### src/rtl/modclk_pkg.sv
`timescale 1ns/1ps
package modclk_pkg;
  localparam int M_W     = 4;
  localparam int P_W     = 2;
  localparam int PH_W    = 4;
  localparam int M_LSB   = 0;
  localparam int PHA_LSB = 8;
  localparam int P_LSB   = 16;
  localparam int PHB_LSB = 20;
  localparam int SEL_LSB = 24;
  localparam int EN_BIT  = 31;
  localparam int RATIO_MAX = (1 << M_W) << ((1 << P_W) - 1);
  localparam int CNT_W     = $clog2(RATIO_MAX);

  typedef logic [CNT_W:0] ratio_t;

  typedef enum logic [1:0] {SW_OFF, SW_RUN, SW_DRAIN, SW_FILL} sw_state_e;

  // whole divide ratio: linear stage times power-of-two stage
  function automatic ratio_t total_ratio(input logic [M_W-1:0] m, input logic [P_W-1:0] p);
    ratio_t r;
    r = ratio_t'(m) + ratio_t'(1);
    return r << p;
  endfunction

  // number of high slots in one divided period
  function automatic ratio_t high_slots(input ratio_t n);
    return (n == ratio_t'(1)) ? n : (n >> 1);
  endfunction
endpackage

### src/rtl/modclk_src_switch.sv
`timescale 1ns/1ps
module modclk_src_switch
  import modclk_pkg::*;
#(
  parameter int SEL_W = 2
) (
  input  logic                    clk,
  input  logic                    rst_n,
  input  logic                    en,
  input  logic [SEL_W-1:0]        req_sel,
  input  logic [(1<<SEL_W)-1:0]   src_tick,
  input  logic                    wrap,
  output logic                    tick,
  output logic                    switch_now,
  output logic                    sw_hold,
  output logic                    gating
);
  sw_state_e        st_q;
  logic [SEL_W-1:0] sel_q;
  logic             gcnt_q;

  assign tick       = src_tick[sel_q];
  assign sw_hold    = (st_q != SW_RUN);
  assign gating     = (st_q == SW_DRAIN) || (st_q == SW_FILL);
  assign switch_now = (st_q == SW_RUN) && tick && wrap && (req_sel != sel_q);

  always_ff @(posedge clk or negedge rst_n) begin
    if (!rst_n) begin
      st_q   <= SW_OFF;
      sel_q  <= '0;
      gcnt_q <= 1'b0;
    end else if (!en) begin
      st_q   <= SW_OFF;
      sel_q  <= req_sel;
      gcnt_q <= 1'b0;
    end else begin
      case (st_q)
        SW_OFF: begin
          st_q  <= SW_RUN;
          sel_q <= req_sel;
        end
        SW_RUN: if (switch_now) begin
          st_q   <= SW_DRAIN;
          gcnt_q <= 1'b0;
        end
        SW_DRAIN: if (tick) begin
          if (gcnt_q) begin
            sel_q  <= req_sel;
            st_q   <= SW_FILL;
            gcnt_q <= 1'b0;
          end else begin
            gcnt_q <= 1'b1;
          end
        end
        SW_FILL: if (tick) begin
          if (gcnt_q) begin
            st_q   <= SW_RUN;
            gcnt_q <= 1'b0;
          end else begin
            gcnt_q <= 1'b1;
          end
        end
        default: st_q <= SW_OFF;
      endcase
    end
  end

  // the old-source drain never jumps straight back to running
  p_drain_to_fill_r9: assert property (@(posedge clk) disable iff (!rst_n)
    (st_q == SW_DRAIN) |=> (st_q != SW_RUN));
endmodule

### src/rtl/modclk_div_core.sv
`timescale 1ns/1ps
module modclk_div_core
  import modclk_pkg::*;
(
  input  logic            clk,
  input  logic            rst_n,
  input  logic            hold,
  input  logic            tick,
  input  logic            kill,
  input  logic [M_W-1:0]  cfg_m,
  input  logic [P_W-1:0]  cfg_p,
  input  logic [PH_W-1:0] cfg_pha,
  input  logic [PH_W-1:0] cfg_phb,
  output logic            lvl,
  output logic            wrap,
  output logic            div_o,
  output logic [M_W-1:0]  act_m,
  output logic [PH_W-1:0] act_pha,
  output logic [PH_W-1:0] act_phb
);
  logic [M_W-1:0]  m_q;
  logic [P_W-1:0]  p_q;
  logic [PH_W-1:0] pha_q, phb_q;
  ratio_t          cnt_q;
  ratio_t          n_cur;
  logic            div_q;
  logic            load;

  assign n_cur   = total_ratio(m_q, p_q);
  assign wrap    = (cnt_q == n_cur - ratio_t'(1));
  assign lvl     = (cnt_q < high_slots(n_cur));
  assign load    = hold || (tick && wrap);
  assign div_o   = div_q;
  assign act_m   = m_q;
  assign act_pha = pha_q;
  assign act_phb = phb_q;

  always_ff @(posedge clk or negedge rst_n) begin
    if (!rst_n) begin
      m_q   <= '0;
      p_q   <= '0;
      pha_q <= '0;
      phb_q <= '0;
      cnt_q <= '0;
      div_q <= 1'b0;
    end else begin
      if (load) begin
        m_q   <= cfg_m;
        p_q   <= cfg_p;
        pha_q <= cfg_pha;
        phb_q <= cfg_phb;
      end
      if (hold) begin
        cnt_q <= '0;
        div_q <= 1'b0;
      end else if (tick) begin
        cnt_q <= wrap ? '0 : cnt_q + ratio_t'(1);
        div_q <= lvl && !kill;
      end
    end
  end
endmodule

### src/rtl/modclk_phase_tap.sv
`timescale 1ns/1ps
module modclk_phase_tap
  import modclk_pkg::*;
(
  input  logic            clk,
  input  logic            rst_n,
  input  logic            hold,
  input  logic            adv,
  input  logic            kill,
  input  logic            lvl,
  input  logic [PH_W-1:0] dly,
  output logic            ph_o
);
  localparam int DEPTH = (1 << PH_W) - 1;

  logic [DEPTH-1:0] pipe_q;
  logic [DEPTH:0]   hist;
  logic             tapped;
  logic             ph_q;

  // hist[k] is the divided level k source ticks before the current slot
  assign hist   = {pipe_q, lvl};
  assign tapped = (dly == '0) ? !lvl : hist[dly];
  assign ph_o   = ph_q;

  always_ff @(posedge clk or negedge rst_n) begin
    if (!rst_n) begin
      pipe_q <= '0;
      ph_q   <= 1'b0;
    end else if (hold) begin
      pipe_q <= '0;
      ph_q   <= 1'b0;
    end else if (adv) begin
      pipe_q <= hist[DEPTH-1:0];
      ph_q   <= tapped && !kill;
    end
  end
endmodule

### src/rtl/modclk_gen.sv
`timescale 1ns/1ps
module modclk_gen
  import modclk_pkg::*;
#(
  parameter int SEL_W = 2
) (
  input  logic                  clk,
  input  logic                  rst_n,
  input  logic                  wr_en,
  input  logic [31:0]           wr_data,
  output logic [31:0]           rd_data,
  input  logic [(1<<SEL_W)-1:0] src_tick,
  output logic                  clk_div_o,
  output logic                  clk_pha_o,
  output logic                  clk_phb_o
);
  localparam int NTAP = 2;

  logic [31:0]     ctrl_q;
  logic            en;
  logic            tick, switch_now, sw_hold, gating;
  logic            core_hold, adv, emit;
  logic            lvl, wrap;
  logic [M_W-1:0]  act_m;
  logic [PH_W-1:0] act_pha, act_phb;
  logic [PH_W-1:0] tap_dly [NTAP];
  logic [NTAP-1:0] tap_out;

  always_ff @(posedge clk or negedge rst_n) begin
    if (!rst_n)     ctrl_q <= '0;
    else if (wr_en) ctrl_q <= wr_data;
  end

  assign rd_data   = ctrl_q;
  assign en        = ctrl_q[EN_BIT];
  assign core_hold = !en || sw_hold;
  assign adv       = !core_hold && tick;
  assign emit      = adv && !switch_now;

  modclk_src_switch #(.SEL_W(SEL_W)) u_switch (
    .clk        (clk),
    .rst_n      (rst_n),
    .en         (en),
    .req_sel    (ctrl_q[SEL_LSB +: SEL_W]),
    .src_tick   (src_tick),
    .wrap       (wrap),
    .tick       (tick),
    .switch_now (switch_now),
    .sw_hold    (sw_hold),
    .gating     (gating)
  );

  modclk_div_core u_core (
    .clk     (clk),
    .rst_n   (rst_n),
    .hold    (core_hold),
    .tick    (tick),
    .kill    (switch_now),
    .cfg_m   (ctrl_q[M_LSB +: M_W]),
    .cfg_p   (ctrl_q[P_LSB +: P_W]),
    .cfg_pha (ctrl_q[PHA_LSB +: PH_W]),
    .cfg_phb (ctrl_q[PHB_LSB +: PH_W]),
    .lvl     (lvl),
    .wrap    (wrap),
    .div_o   (clk_div_o),
    .act_m   (act_m),
    .act_pha (act_pha),
    .act_phb (act_phb)
  );

  assign tap_dly[0] = act_pha;
  assign tap_dly[1] = act_phb;

  for (genvar g = 0; g < NTAP; g++) begin : g_tap
    modclk_phase_tap u_tap (
      .clk   (clk),
      .rst_n (rst_n),
      .hold  (core_hold),
      .adv   (adv),
      .kill  (switch_now),
      .lvl   (lvl),
      .dly   (tap_dly[g]),
      .ph_o  (tap_out[g])
    );
  end

  assign clk_pha_o = tap_out[0];
  assign clk_phb_o = tap_out[1];

  // disabled means all outputs low on the next clock
  p_off_low_r5: assert property (@(posedge clk) disable iff (!rst_n)
    !ctrl_q[EN_BIT] |=> (!clk_div_o && !clk_pha_o && !clk_phb_o));

  // nothing toggles while the source switch is draining or filling
  p_gate_low_r9: assert property (@(posedge clk) disable iff (!rst_n)
    gating |-> (!clk_div_o && !clk_pha_o && !clk_phb_o));

  // while enabled, the divided output moves only on a selected tick
  p_tick_only_r10: assert property (@(posedge clk) disable iff (!rst_n)
    ($past(ctrl_q[EN_BIT]) && (clk_div_o != $past(clk_div_o))) |-> $past(tick));

  // the running ratio and phase only change at a period boundary
  p_cfg_boundary_r8: assert property (@(posedge clk) disable iff (!rst_n)
    ($past(!core_hold) && $past(ctrl_q[EN_BIT]) &&
     ((act_m != $past(act_m)) || (act_pha != $past(act_pha)))) |-> $past(tick && wrap));

  // a zero phase setting gives the complement of the divided clock
  p_inverse_r7: assert property (@(posedge clk) disable iff (!rst_n)
    $past(emit && (act_pha == '0)) |-> (clk_pha_o == !clk_div_o));
endmodule

### config.mk
export PLATFORM = sky130hd
export DESIGN_NAME = modclk_gen
export DESIGN_NICKNAME = d
export VERILOG_FILES = /design/src/rtl/modclk_pkg.sv /design/src/rtl/modclk_src_switch.sv /design/src/rtl/modclk_div_core.sv /design/src/rtl/modclk_phase_tap.sv /design/src/rtl/modclk_gen.sv
export SDC_FILE = /design/constraint.sdc
export NUM_CORES = 1
export LEC_CHECK = 0
export ABC_CLOCK_PERIOD_IN_PS = 9000
export BUFFER_PORTS_ARGS = -buffer_cell sky130_fd_sc_hd__buf_2
export CAP_MARGIN = 10
export CORE_AREA = 2 2 70 138
export DETAILED_ROUTE_END_ITERATION = 8
export DIE_AREA = 0 0 72 140
export PLACE_DENSITY = 0.8
export SYNTH_ARGS = -nofsm -noshare
export SYNTH_HDL_FRONTEND = slang
export SYNTH_SLANG_ARGS = --single-unit
### constraint.sdc
create_clock -name clk -period 9 [get_ports clk]
set_input_delay 1.8 -clock clk [delete_from_list [all_inputs] [get_ports clk]]
set_output_delay 1.8 -clock clk [all_outputs]
set_load 0.05 [all_outputs]
[Word level (Yosys, flattened, before mapping)]
Cells that the tools add are included.
W data, S select, Z words.
Storage, ports and cells
  bits in registers: 92
  bits in latches: 0
  memory bits (writable): 0
  memory bits (read-only): 0
  input port bits: 39
  output and inout port bits: 35
  logic and storage cells: 98
  memories kept: 0
Cells by class
  add/subtract/negate cells: 3
  multipliers: 0
  div/mod/pow operators: 0
  magnitude comparators: 4
  eq/ne operators: 15
  shift-type cells: 1
  muxes and demuxes: 38
  bitwise operators: 0
  reductions and logical operators: 23
Operators with widths (number)
  $mux W15: 4
  $mux W8: 4
  $mux W2: 9
  $mux W1: 15
  $ne A3 B2 Y1 const B: 5
  $lt A4 B5 Y1 const B: 2
  $add A8 B1 Y8 const B: 1
  $bmux W1 S4: 2
  $eq A8 B1 Y1 const B: 1
  $eq A8 B8 Y1: 1
  $logic_and A1 B1 Y1: 8
  $logic_not A4 Y1: 2
  $lt A8 B8 Y1: 1
  $pmux W2 S4: 1
  $shl A8 B2 Y8: 1
  $sub A8 B1 Y8 const B: 1
  $ne A3 B3 Y1 const B: 2
  $reduce_and A3 Y1: 2
  $add A4 B1 Y5 const B: 1
  $reduce_and A5 Y1: 1
  $eq A2 B2 Y1 const B: 2
  $logic_not A1 Y1: 4
  $pmux W2 S2: 1
  $reduce_bool A2 Y1: 2
  other kinds (10): 11

[Longest topological paths before layout]
Gate-level depths: netlist of the first run.
  depth in word-level cells: 11
  gate-level depth with buffers: 12
  depth with buffers taken out: 12

[By module]
From an unflattened synthesis of the first run, not the netlist that was laid out.
Unflattened totals
  cells, all modules: 417
  area, all modules: 5119.9 um2
Modules (own cells, without submodules)
  modclk_div_core: times used 1, cells each 181, area each 1838.0 um2, seq. area each 575.6 um2
  modclk_phase_tap: times used 2, cells each 64, area each 769.5 um2, seq. area each 400.4 um2
  modclk_gen: times used 1, cells each 70, area each 1360.1 um2, seq. area each 800.8 um2
  modclk_src_switch: times used 1, cells each 38, area each 382.9 um2, seq. area each 125.1 um2

[Worst setup path before layout of the first run]
No wires, ideal clock.
  path type: input port to flip-flop
  start: input port src_tick[3]
  end: register u_core.div_q, in the netlist u_core.div_o
  arrival: 3158 ps
  data required time: 8904 ps
  setup slack: 5745 ps
  cell stages on the path: 6
  buffers on the path: 2
  cells stage by stage: mux4_2 clkbuf_1 buf_1 nor2_1 nand2_1 o31ai_1
Between the ends
  longest elaborated chain between the ends: 9
  elaborated cells on any way between the ends: 10
Ends and longest elaborated chain
  start, declared: RTL line modclk_gen.sv:12  | input logic [(1<<SEL_W)-1:0] src_tick,
  $bmux W1 S2 (*): RTL line modclk_src_switch.sv:22  | assign tick = src_tick[sel_q];
  $mux W1 (implied by the code) (*): RTL line modclk_src_switch.sv:22
  $logic_and A1 B1 Y1 (3 in series): RTL line modclk_src_switch.sv:25  | assign switch_now = (st_q == SW_RUN) && tick && wrap && (req_sel != sel_q);
  $logic_not A1 Y1: RTL line modclk_div_core.sv:58  | div_q <= lvl && !kill;
  $logic_and A1 B1 Y1: RTL line modclk_div_core.sv:58
  $mux W1: RTL line modclk_div_core.sv:56  | end else if (tick) begin
  $mux W1: RTL line modclk_div_core.sv:53  | if (hold) begin
  end signal, assigned: RTL line modclk_div_core.sv:58
  end, declared: RTL line modclk_div_core.sv:26  | logic div_q;
Mark *: on every way between the ends. The rest lies on a longest branch, timed or not. The select of a mux whose other input is x is not followed.
A chain may end at the register's enable or synchronous reset.

[Worst setup path in the final report of the first run]
  start: register u_core.m_q[0], in the netlist u_core.act_m[0]
  end: register u_core.pha_q[3], in the netlist u_core.act_pha[3]
Between the ends
  longest elaborated chain between the ends: 6
Ends and longest elaborated chain
  start, declared: RTL line modclk_div_core.sv:21  | logic [M_W-1:0] m_q;
  start signal, assigned: RTL line modclk_div_core.sv:48  | m_q <= cfg_m;
  $add A4 B1 Y5: RTL line modclk_pkg.sv:22  | r = ratio_t'(m) + ratio_t'(1);
  $shl A8 B2 Y8: RTL line modclk_pkg.sv:23  | return r << p;
  $sub A8 B1 Y8: RTL line modclk_div_core.sv:30  | assign wrap = (cnt_q == n_cur - ratio_t'(1));
  $eq A8 B8 Y1: RTL line modclk_div_core.sv:30
  $logic_and A1 B1 Y1: RTL line modclk_div_core.sv:32  | assign load = hold || (tick && wrap);
  $logic_or A1 B1 Y1: RTL line modclk_div_core.sv:32
  end signal, assigned: RTL line modclk_div_core.sv:50  | pha_q <= cfg_pha;
  end, declared: RTL line modclk_div_core.sv:23  | logic [PH_W-1:0] pha_q, phb_q;
Every way passes these cells.

==> results of run 1 <==
## state kept, by name, indices dropped and copies added (netlist names), 2 cells and up
register,count
u_core.act_phb,4
u_core.p_q,2
u_core.act_m,4
g_tap.u_tap.pipe_q,15
u_core.cnt_q,8
u_switch.st_q,2
u_switch.sel_q,2
rd_data,32
g_tap.u_tap.ph_o,2
u_core.act_pha,4
## per-layer routing
metal	GRT usage	vias up	routed length (um)
li1	-	1547	-
met1	0.218	1655	3470
met2	0.401	82	5760
met3	0.0324	36	273
met4	0.124	0	440
met5	0	-	0
## synthesized netlist by cell type (3+ instances only)
master	number	area (um2)
a211oi_1	8	60.1
a21o_1	4	30.0
a21oi_1	4	20.0
a221oi_1	4	35.0
a31oi_1	5	31.3
a32o_1	4	40.0
and2_1	5	31.3
and3_1	13	81.3
and4_1	3	26.3
and4b_1	3	30.0
buf_1	5	18.8
buf_2	4	20.0
clkbuf_1	11	41.3
dfrtp_1	77	1930
ha_1	15	188
inv_1	9	33.8
mux2_2	39	439
mux2_4	10	150
mux2i_1	20	200
mux4_2	7	158
nand2_1	16	60.1
nand2b_1	3	18.8
nand3_1	10	50.1
nand4_1	3	18.8
nor2_1	26	97.6
nor2b_1	6	37.5
nor4_1	4	25.0
o211ai_1	5	37.5
o21a_1	5	37.5
o21ai_0	7	35.0
o311ai_1	4	35.0
xnor2_1	11	96.3
xor2_1	3	26.3
## report_power, final
group          switching (mW)  total (mW)  internal (mW)
combinational           0.293       0.506          0.212
clock                   0.137       0.358          0.221
sequential             0.0828       0.478          0.395
total                   0.513        1.34          0.828
## placed cells by master (no fill, tap or decap), types with 5 or more instances in the layout
| master | Yosys | layout |
|---|---|---|
| buf_2 | 4 | 72 |
| o211ai_1 | 5 | 5 |
| a211oi_1 | 8 | 8 |
| o21a_1 | 5 | 5 |
| clkbuf_16 | 0 | 9 |
| a31oi_1 | 5 | 5 |
| and3_1 | 13 | 13 |
| xnor2_1 | 11 | 11 |
| o21ai_0 | 7 | 7 |
| mux2i_1 | 20 | 20 |
| inv_1 | 9 | 9 |
| mux4_2 | 7 | 7 |
| nand3_1 | 10 | 10 |
| ha_1 | 15 | 15 |
| mux2_4 | 10 | 10 |
| mux2_2 | 39 | 39 |
| nor2_1 | 26 | 26 |
| dfrtp_1 | 77 | 77 |
| nor2b_1 | 6 | 6 |
| and2_1 | 5 | 5 |
| nand2_1 | 16 | 16 |
## area by class of cell
cell class | instances | area [um2]
Fill cell | 742 | 3930
Multi-Input combinational cell | 273 | 2330
Sequential cell | 77 | 1930
Timing Repair Buffer | 73 | 368
Clock buffer | 10 | 239
Tap cell | 102 | 128
Clock inverter | 5 | 61.3
Inverter | 9 | 33.8
## cell families (layout without fill, tap and decap cells)
logic type	count (synthesis)	after routing	share of synthesized area
other	1	1	0.000850
adders and majority gates	15	15	0.0426
buffers and inverters	32	97	0.0346
muxes	76	76	0.215
AOI/OAI and AO/OA	66	66	0.118
and+or+nand+nor	101	101	0.124
xor gates and xnor gates	14	14	0.0278
DFF	77	77	0.437
## worst register-to-register path: cells and delay by family (launching register included)
kind            cells  cell delay (ns)
compound gates      4             1.38
simple gates        2             0.74
mux                 2             0.69
flops               1             0.50
fa+ha+maj           1             0.32
## worst max path at each step
stage	from	end	slack (ns)
finish	u_core.act_m[0]$_DFFE_PN0P_	u_core.act_pha[3]$_DFFE_PN0P_	5.25
global route	u_core.act_m[0]$_DFFE_PN0P_	u_core.p_q[1]$_DFFE_PN0P_	5.12
CTS	u_core.act_m[0]$_DFFE_PN0P_	u_core.act_pha[3]$_DFFE_PN0P_	5.27
detailed placement	src_tick[3]	u_core.act_pha[3]$_DFFE_PN0P_	5.16
global placement	src_tick[3]	u_core.act_pha[3]$_DFFE_PN0P_	5.23
floorplan	src_tick[3]	u_core.div_o$_DFFE_PN0P_	5.75
==> qor.yml, run 1 <==
max_cap_viol_count: 0
rsz0062_at_grt: "no"
clk_pin_slew_ns: 0.06
vdd.ir_drop.worst_mv: 0.174
cts_inserted_buffers: 9
drt.antenna.violating_nets: 0
gr-total-overflow: 0
ys_seq_elements: 77
rr_endpoint: "u_core.act_pha[3]$_DFFE_PN0P_"
gp_congestion: 0.887
tns_ns: 0
grt_max_degree: 78
setup_violations: 0
dieArea_um2: 10100
async_flop_share: 1.00
drt_iter0_markers: 168
grt_pass1_wl_um: 17000
ff2ff_path_depth: 9
cp_max_fo: 14
synthCells: 382
critPathBufInv: 0
max_stage_delay_ns: 0.54
cts_setup_buffers: 0
drt_first_pass_iters: 4
ios: 74
die_w_um: 72
cp.required_ns: 9.22
final.setup_skew_ns: 0.00551
min_from: "rd_data[18]$_DFFE_PN0P_"
stdcell_count: 549
placed_cells_incl_taps: 534
clockBufferDepth: 2
start_util: 0.489
max_clock_freq_ghz: 0.267
pre_cts_slack_ns: 5.16
ys_warn_count: 0
area_growth_pct: 15.4
cp-end-kind: "flip-flop"
drive_gt1_frac: 0.338
grt_pass1_vias: 3538
hold_path_end: "rd_data[18]$_DFFE_PN0P_"
synth_nets: 436
avgSynthCellArea_um2: 11.5
outcome: "completed"
hpwlAfterDp_um: 7540
timing.rr.start: "u_core.act_m[0]$_DFFE_PN0P_"
synth.distinct_cells: 60
core_area_um2: 9010
clk_latency_ns: 0.34
maxSlewViolCount: 0
wl_um: 9940
synth_flop_cell: "dfrtp_1"
cts_resized: 0
start_kind: "flip-flop"
cts_sinks: 77
antenna_cells: 0
fin_hold_ws_ns: 0.505
relSlewSlack: 0.367
yosysSeqAreaShare: 0.437
fin_crit_sh: 0.416
crit_family: "compound AO/OA/AOI/OAI gates"
cp_cell_sequence: "ha_1 > mux2_2 > a32o_2 > or4b_4 > a211oi_2 > and4b_1 > o2111a_2 > a21oi_4 > mux2_2"
min_path_type: "reg -> reg"
critPathMostFrequentCell: "mux2_2"
synth_area_um2: 4410
crit_type: "reg -> reg"
nNetsFinal: 497
cts_tree: "built"
final_core_util: 0.564
leakage_nw: 2.35
cts_max_level: 3
grt_use_total: 0.215
postPlaceCellArea_um2: 4790
regToRegSetupSlack_ns: 5.25
cp.arrival_ns: 3.97
drcViolationCount: 0
wire_per_inst_um: 18.1
path_depth: 9
tightest_slew_ns: 0.950
clockRootBuffer: "clkbuf_16"
period_minus_slack_ns: 3.75
worst_slack_ns: 5.25
port_buffers: 73
die_y_um: 140
final_area_um2: 5090
antenna_found_initial: 0
synth_edf_count: 0
cts_hold_buf: 0
p_per_area_nw_per_um2: 264
power.total_mw: 1.34
viasPerCell: 6.05
rows: 49
critical_path.slowest_cell: "a21oi_4"
hold_viol_final: 0
min_path_cells: 1
vias: 3320
No activity file was read; power rests on OpenSTA's default activity.
==> run 2, diff against run 1 <==
Settings changed: ABC_CLOCK_PERIOD_IN_PS 9000 to 3700.
Clock period 9 ns to 3.7 ns, I/O delays scaled along.
==> run 2 against run 1 <==
Highest routed layer unchanged. First-iteration DRC count down 38%. Setup slack got worse by 5.0 ns. Flip-flop and latch count stayed put. Total power rose to 2.5 times the previous value. Combinational power increased to 2.5 times the previous value. Fmax increased by 8.3%. Utilization up 0.58 points. Clock-buffer cell count did not move. Global-route usage shrank 0.26 points. Cell area is 1.0% higher.
==> qor.yml, run 2 (same netlist as run 1, synthesis figures left out) <==
outcome: "completed"
fin_hold_ws_ns: 0.504  # -0.00121 ns
critical_path.slowest_cell: "or4b_4"
mostFrequentLayoutCells: "dfrtp_1 (77), buf_2 (72), mux2_2 (39), nor2_1 (26), mux2i_1 (20)"
path_depth: 10  # +1
ff2ff_path_depth: 10  # +1
cts_max_level: 3  # unchanged
min_path_type: "reg -> reg"
p_per_area_nw_per_um2: 653  # +150%
die_w_um: 72  # unchanged
largest_register_ffs: 32  # unchanged
wl_um: 10000  # +0.93%
drt_first_pass_iters: 6  # +2
cp_max_fo: 11  # -3
rr_endpoint: "u_core.act_pha[3]$_DFFE_PN0P_"
hpwlAfterDp_um: 7690  # +2.0%
gr-total-overflow: 0  # unchanged
cp.required_ns: 3.93  # -5.29 ns
dieArea_um2: 10100  # unchanged
regToRegSetupSlack_ns: 0.24  # -5.01 ns
core_area_um2: 9010  # unchanged
cts_sinks: 77  # unchanged
period_minus_slack_ns: 3.46  # -0.288 ns
cts_tree: "built"
cp.arrival_ns: 3.69  # -0.28 ns
grt_pass1_wl_um: 16700  # -1.6%
critPathMostFrequentCell: "mux2_2"
leakage_nw: 2.38  # +1.4%
antenna_cells: 0  # unchanged
port_buffers: 73  # unchanged
final_common_cell: "dfrtp_1"
grt_max_degree: 78  # unchanged
grt_use_total: 0.213  # -0.00263
cp_cell_sequence: "ha_1 > mux2_2 > a32o_2 > or4b_4 > a211oi_2 > and4b_1 > o2111a_2 > a21oi_4 > buf_4 > mux2_2"
min_from: "rd_data[4]$_DFFE_PN0P_"
drt.antenna.violating_nets: 0  # unchanged
max_stage_delay_ns: 0.51  # -0.03 ns
die_y_um: 140  # unchanged
setup_violations: 0  # unchanged
critPathBufInv: 1  # +1
crit_type: "reg -> reg"
clk_pin_slew_ns: 0.06  # about the same
fin_crit_sh: 0.935  # +0.519
start_kind: "flip-flop"
rows: 49  # unchanged
relSlewSlack: 0.380  # +0.0131
grt_pass1_vias: 3645  # +3.0%
drcViolationCount: 0  # unchanged
cts_setup_buffers: 0  # unchanged
clockRootBuffer: "clkbuf_16"
antenna_found_initial: 0  # unchanged
cts_resized: 0  # unchanged
max_clock_freq_ghz: 0.289  # +8.3%
timing.rr.start: "u_core.act_m[1]$_DFFE_PN0P_"
hold_path_end: "rd_data[4]$_DFFE_PN0P_"
start_util: 0.489  # unchanged
nNetsFinal: 502  # +1.0%
rsz0062_at_grt: "no"
tightest_slew_ns: 0.930  # -0.0197 ns
cts_inserted_buffers: 9  # unchanged
clk_latency_ns: 0.35  # about the same
cp-end-kind: "flip-flop"
min_path_cells: 1  # unchanged
drt_iter0_markers: 105  # -38%
vdd.ir_drop.worst_mv: 0.549  # +220%
crit_family: "compound AO/OA/AOI/OAI gates"
final.setup_skew_ns: 0.00983  # +0.00432 ns
area_growth_pct: 16.5
max_cap_viol_count: 0  # unchanged
gp_congestion: 0.901  # +1.5%
viasPerCell: 6.13  # +1.4%
drive_gt1_frac: 0.347  # +0.00877
hold_viol_final: 0  # unchanged
wire_per_inst_um: 18.1  # -0.17%
maxSlewViolCount: 0  # unchanged
cts_hold_buf: 0  # unchanged
ios: 74  # unchanged
vias: 3402  # +2.5%
clockBufferDepth: 2  # unchanged
tns_ns: 0  # unchanged
## run 2: changes by cell type in the layout (fill, tap and decap cells not counted)
cell      previous run  this run
buf_4                1         6
clkinv_2             1         0
clkinv_4             3         0
inv_6                0         4
inv_8                0         1
## run 2: final cells by class
class	instances	area (um2)
clock buffer	10	239
clock inverter	6	76.3
fill	749	3870
inverter	9	33.8
multi-input combinational	273	2330
sequential	77	1930
tap	102	128
timing repair buffer	78	405
## run 2: worst max path at each step
stage,startpoint,end,slack [ns]
2_1_floorplan,u_core.act_m[1]$_DFFE_PN0P_,u_core.act_m[2]$_DFFE_PN0P_,0.53
3_3_place_gp,u_core.act_m[1]$_DFFE_PN0P_,u_core.act_pha[3]$_DFFE_PN0P_,0.34
3_5_place_dp,u_core.act_m[1]$_DFFE_PN0P_,u_core.act_pha[3]$_DFFE_PN0P_,0.26
4_1_cts,u_core.act_m[1]$_DFFE_PN0P_,u_core.act_pha[3]$_DFFE_PN0P_,0.24
5_1_grt,u_core.act_m[1]$_DFFE_PN0P_,u_core.act_pha[3]$_DFFE_PN0P_,0.10
6_report,u_core.act_m[1]$_DFFE_PN0P_,u_core.act_pha[3]$_DFFE_PN0P_,0.24
## run 2: layer usage
| metal | GRT usage | vias up | part of all wire |
|---|---|---|---|
| met2 | 0.400 | 90 | 0.57 |
| met5 | 0 | - | 0 |
| met4 | 0.144 | 0 | 0.058 |
| li1 | - | 1563 | - |
| met3 | 0.0396 | 42 | 0.029 |
| met1 | 0.197 | 1707 | 0.34 |
## run 2: metrics by stage
step / power [mW] / cell area [um2] / cells / util / worst slack, ns
finish: 3.35 / 5140 / 555 / 0.570 / 0.241
global route: 3.53 / 5140 / 555 / 0.570 / 0.103
CTS: 3.37 / 5140 / 555 / 0.570 / 0.242
detailed placement: 2.44 / 4820 / 539 / 0.535 / 0.258
global placement: 2.39 / 4820 / 539 / 0.535 / 0.343
floorplan: 2.14 / 4410 / 382 / - / 0.532
## run 2: power by group
group | total [mW] | switching (mW) | internal (mW) | leakage [nW]
registers | 1.15 | 0.186 | 0.960 | 0.962
logic | 1.29 | 0.748 | 0.538 | 1.26
clock network | 0.924 | 0.369 | 0.555 | 0.156
## run 2: worst register-to-register path: cells and delay by family (launching register included)
family	cells	cell delay, ns
AND/OR/NAND/NOR	2	0.74
buffers and inverters	1	0.23
flip-flops	1	0.44
multiplexers	2	0.63
adder cells (fa/ha/maj)	1	0.29
AO/OA/AOI/OAI	4	1.02
==> run 3, diff against run 2 <==
--- a/config.mk
+++ b/config.mk
@@ -10,6 +10,6 @@
 export CAP_MARGIN = 10
-export CORE_AREA = 2 2 70 138
+export CORE_AREA = 2 2 66 130
 export DETAILED_ROUTE_END_ITERATION = 8
-export DIE_AREA = 0 0 72 140
-export PLACE_DENSITY = 0.8
+export DIE_AREA = 0 0 68 132
+export PLACE_DENSITY = 0.87
 export SYNTH_ARGS = -nofsm -noshare
==> constraint.sdc (replaced) <==
create_clock -name clk -period 3.7 [get_ports clk]
set_input_delay 0.37 -clock clk [delete_from_list [all_inputs] [get_ports clk]]
set_output_delay 0.37 -clock clk [all_outputs]
set_load 0.05 [all_outputs]
==> run 3 against run 2 <==
Cell area decreased by 0.75%. Utilization increased by 7.2 points. Critical endpoint is now u_core.p_q[1]$_DFFE_PN0P_. Total power decreased by 2.6%. Register-to-register slack about the same.
==> qor.yml, run 3 (same netlist as run 1, synthesis figures left out) <==
cts_setup_buffers: 0  # unchanged
max_stage_delay_ns: 0.64  # +0.13 ns
p_per_area_nw_per_um2: 640  # -1.9%
worst_slack_ns: 0.231  # -0.0100 ns
wire_per_inst_um: 18.8  # +3.8%
clk_latency_ns: 0.34  # about the same
ios: 74  # unchanged
wl_um: 10300  # +2.3%
critical_path.slowest_cell: "dfrtp_1"
crit_type: "reg -> reg"
cts_inserted_buffers: 9  # unchanged
relSlewSlack: 0.376  # -0.00366
period_minus_slack_ns: 3.47  # +0.0100 ns
cp.required_ns: 3.93  # about the same
antenna_found_initial: 0  # unchanged
grt_use_total: 0.258  # +0.0449
antenna_cells: 0  # unchanged
cts_resized: 0  # unchanged
port_buffers: 73  # unchanged
cp-end-kind: "flip-flop"
rows: 46  # -6.1%
cp.arrival_ns: 3.70  # about the same
drcViolationCount: 0  # unchanged
start_kind: "flip-flop"
cts_sinks: 77  # unchanged
placed_cells_incl_taps: 531  # -1.5%
final_area_um2: 5100  # -0.75%
pre_cts_slack_ns: 0.266  # +0.00779 ns
drive_gt1_frac: 0.344  # -0.00290
grt_pass1_vias: 3672  # +0.74%
critPathMostFrequentCell: "mux2_2"
leakage_nw: 2.36  # -1.0%
fin_hold_ws_ns: 0.156  # -0.348 ns
final.setup_skew_ns: 0.00650  # -0.00333 ns
maxSlewViolCount: 0  # unchanged
hold_viol_final: 0  # unchanged
max_clock_freq_ghz: 0.288  # -0.29%
fin_crit_sh: 0.938  # +0.00272
grt_pass1_wl_um: 17300  # +3.7%
outcome: "completed"
cp_max_fo: 17  # +6
mostFrequentLayoutCells: "dfrtp_1 (77), buf_2 (72), mux2_2 (39), nor2_1 (26), mux2i_1 (20)"
power.total_mw: 3.27  # -2.6%
clk_pin_slew_ns: 0.06  # about the same
min_path_type: "in -> async"
setup_violations: 0  # unchanged
die_y_um: 132  # -5.7%
clockRootBuffer: "clkbuf_16"
tns_ns: 0  # unchanged
nNetsFinal: 500  # -0.40%
die_w_um: 68  # -5.6%
cp_cell_sequence: "mux2_2 > a32o_2 > or4b_4 > a211oi_2 > and4b_1 > o2111a_2 > a21oi_4 > buf_12 > mux2_2"
hpwlAfterDp_um: 7520  # -2.1%
core_area_um2: 7940  # -12%
final_common_cell: "dfrtp_1"
largest_register_ffs: 32  # unchanged
viasPerCell: 6.32  # +3.1%
dieArea_um2: 8980  # -11%
max_cap_viol_count: 0  # unchanged
vias: 3458  # +1.6%
grt_max_degree: 78  # unchanged
cts_tree: "built"
vdd.ir_drop.worst_mv: 0.465  # -15%
regArea_um2: 1930  # unchanged
drt_first_pass_iters: 4  # -2
area_growth_pct: 15.7
drt.antenna.violating_nets: 0  # unchanged
stdcell_count: 547  # -1.4%
gp_congestion: 0.928  # +3.0%
final_core_util: 0.642  # +0.0719
drt_iter0_markers: 181  # +72%
cts_hold_buf: 0  # unchanged
postPlaceCellArea_um2: 4810  # -0.21%
clockBufferDepth: 2  # unchanged
tightest_slew_ns: 0.936  # +0.00549 ns
rsz0062_at_grt: "no"
multi_input_area_um2: 2330  # unchanged
start_util: 0.555  # +0.0659
gr-total-overflow: 0  # unchanged
cts_max_level: 3  # unchanged
nFillCells: 580  # -23%
==> run 3: cell types whose count changed in the layout (fill, tap and decap cells not counted), sizes merged <==
cell      before  now
inv           14   10
clkinv         0    4
clkinvlp       0    1
buf           78   76
bufinv         1    0
==> run 3: final timing paths <==
kind                       slack [ns]                           to  cells past startpoint                 startpoint
min in group clk                 0.25       rd_data[5]$_DFFE_PN0P_                      2                 wr_data[5]
min                              0.16      rd_data[16]$_DFFE_PN0P_                      1                      rst_n
min reg2reg                      0.49     u_core.div_o$_DFFE_PN0P_                      2   u_core.div_o$_DFFE_PN0P_
max in group asynchronous        2.92  u_core.cnt_q[1]$_DFFE_PN0P_                      1                      rst_n
max                              0.23    u_core.p_q[1]$_DFFE_PN0P_                      9  u_core.p_q[0]$_DFFE_PN0P_
max reg2reg                      0.23    u_core.p_q[1]$_DFFE_PN0P_                      9  u_core.p_q[0]$_DFFE_PN0P_
==> run 3: final cells by class <==
class | instances | share of cell area
clock buffers | 10 | 0.0469
clock inverters | 6 | 0.00932
inverters | 9 | 0.00662
multi-input cells | 273 | 0.457
flip-flops and latches | 77 | 0.378
well taps | 96 | 0.0236
repair buffers | 76 | 0.0790
==> run 3: layer usage <==
| layer | up-vias | wire length, um | track usage |
|---|---|---|---|
| li1 | 1559 | - | - |
| met1 | 1725 | 3540 | 0.268 |
| met2 | 128 | 5770 | 0.449 |
| met3 | 46 | 439 | 0.0478 |
| met4 | 0 | 520 | 0.162 |
| met5 | - | 0 | 0 |
==> run 3: critical path: cells and delay by family, from the launching register on <==
kind | cells | cell delay (ns)
AO/OA/AOI/OAI | 4 | 1.03
buffers and inverters | 1 | 0.19
flip-flops | 1 | 0.64
multiplexers | 2 | 0.73
AND/OR/NAND/NOR | 2 | 0.75
==> run 3: power breakdown <==
group          leakage (nW)  internal, mW  total, mW  switching [mW]
Combinational          1.26         0.538       1.30           0.759
Clock                 0.139         0.476      0.824           0.349
Sequential            0.962         0.960       1.14           0.184
Total                  2.36          1.97       3.27            1.29
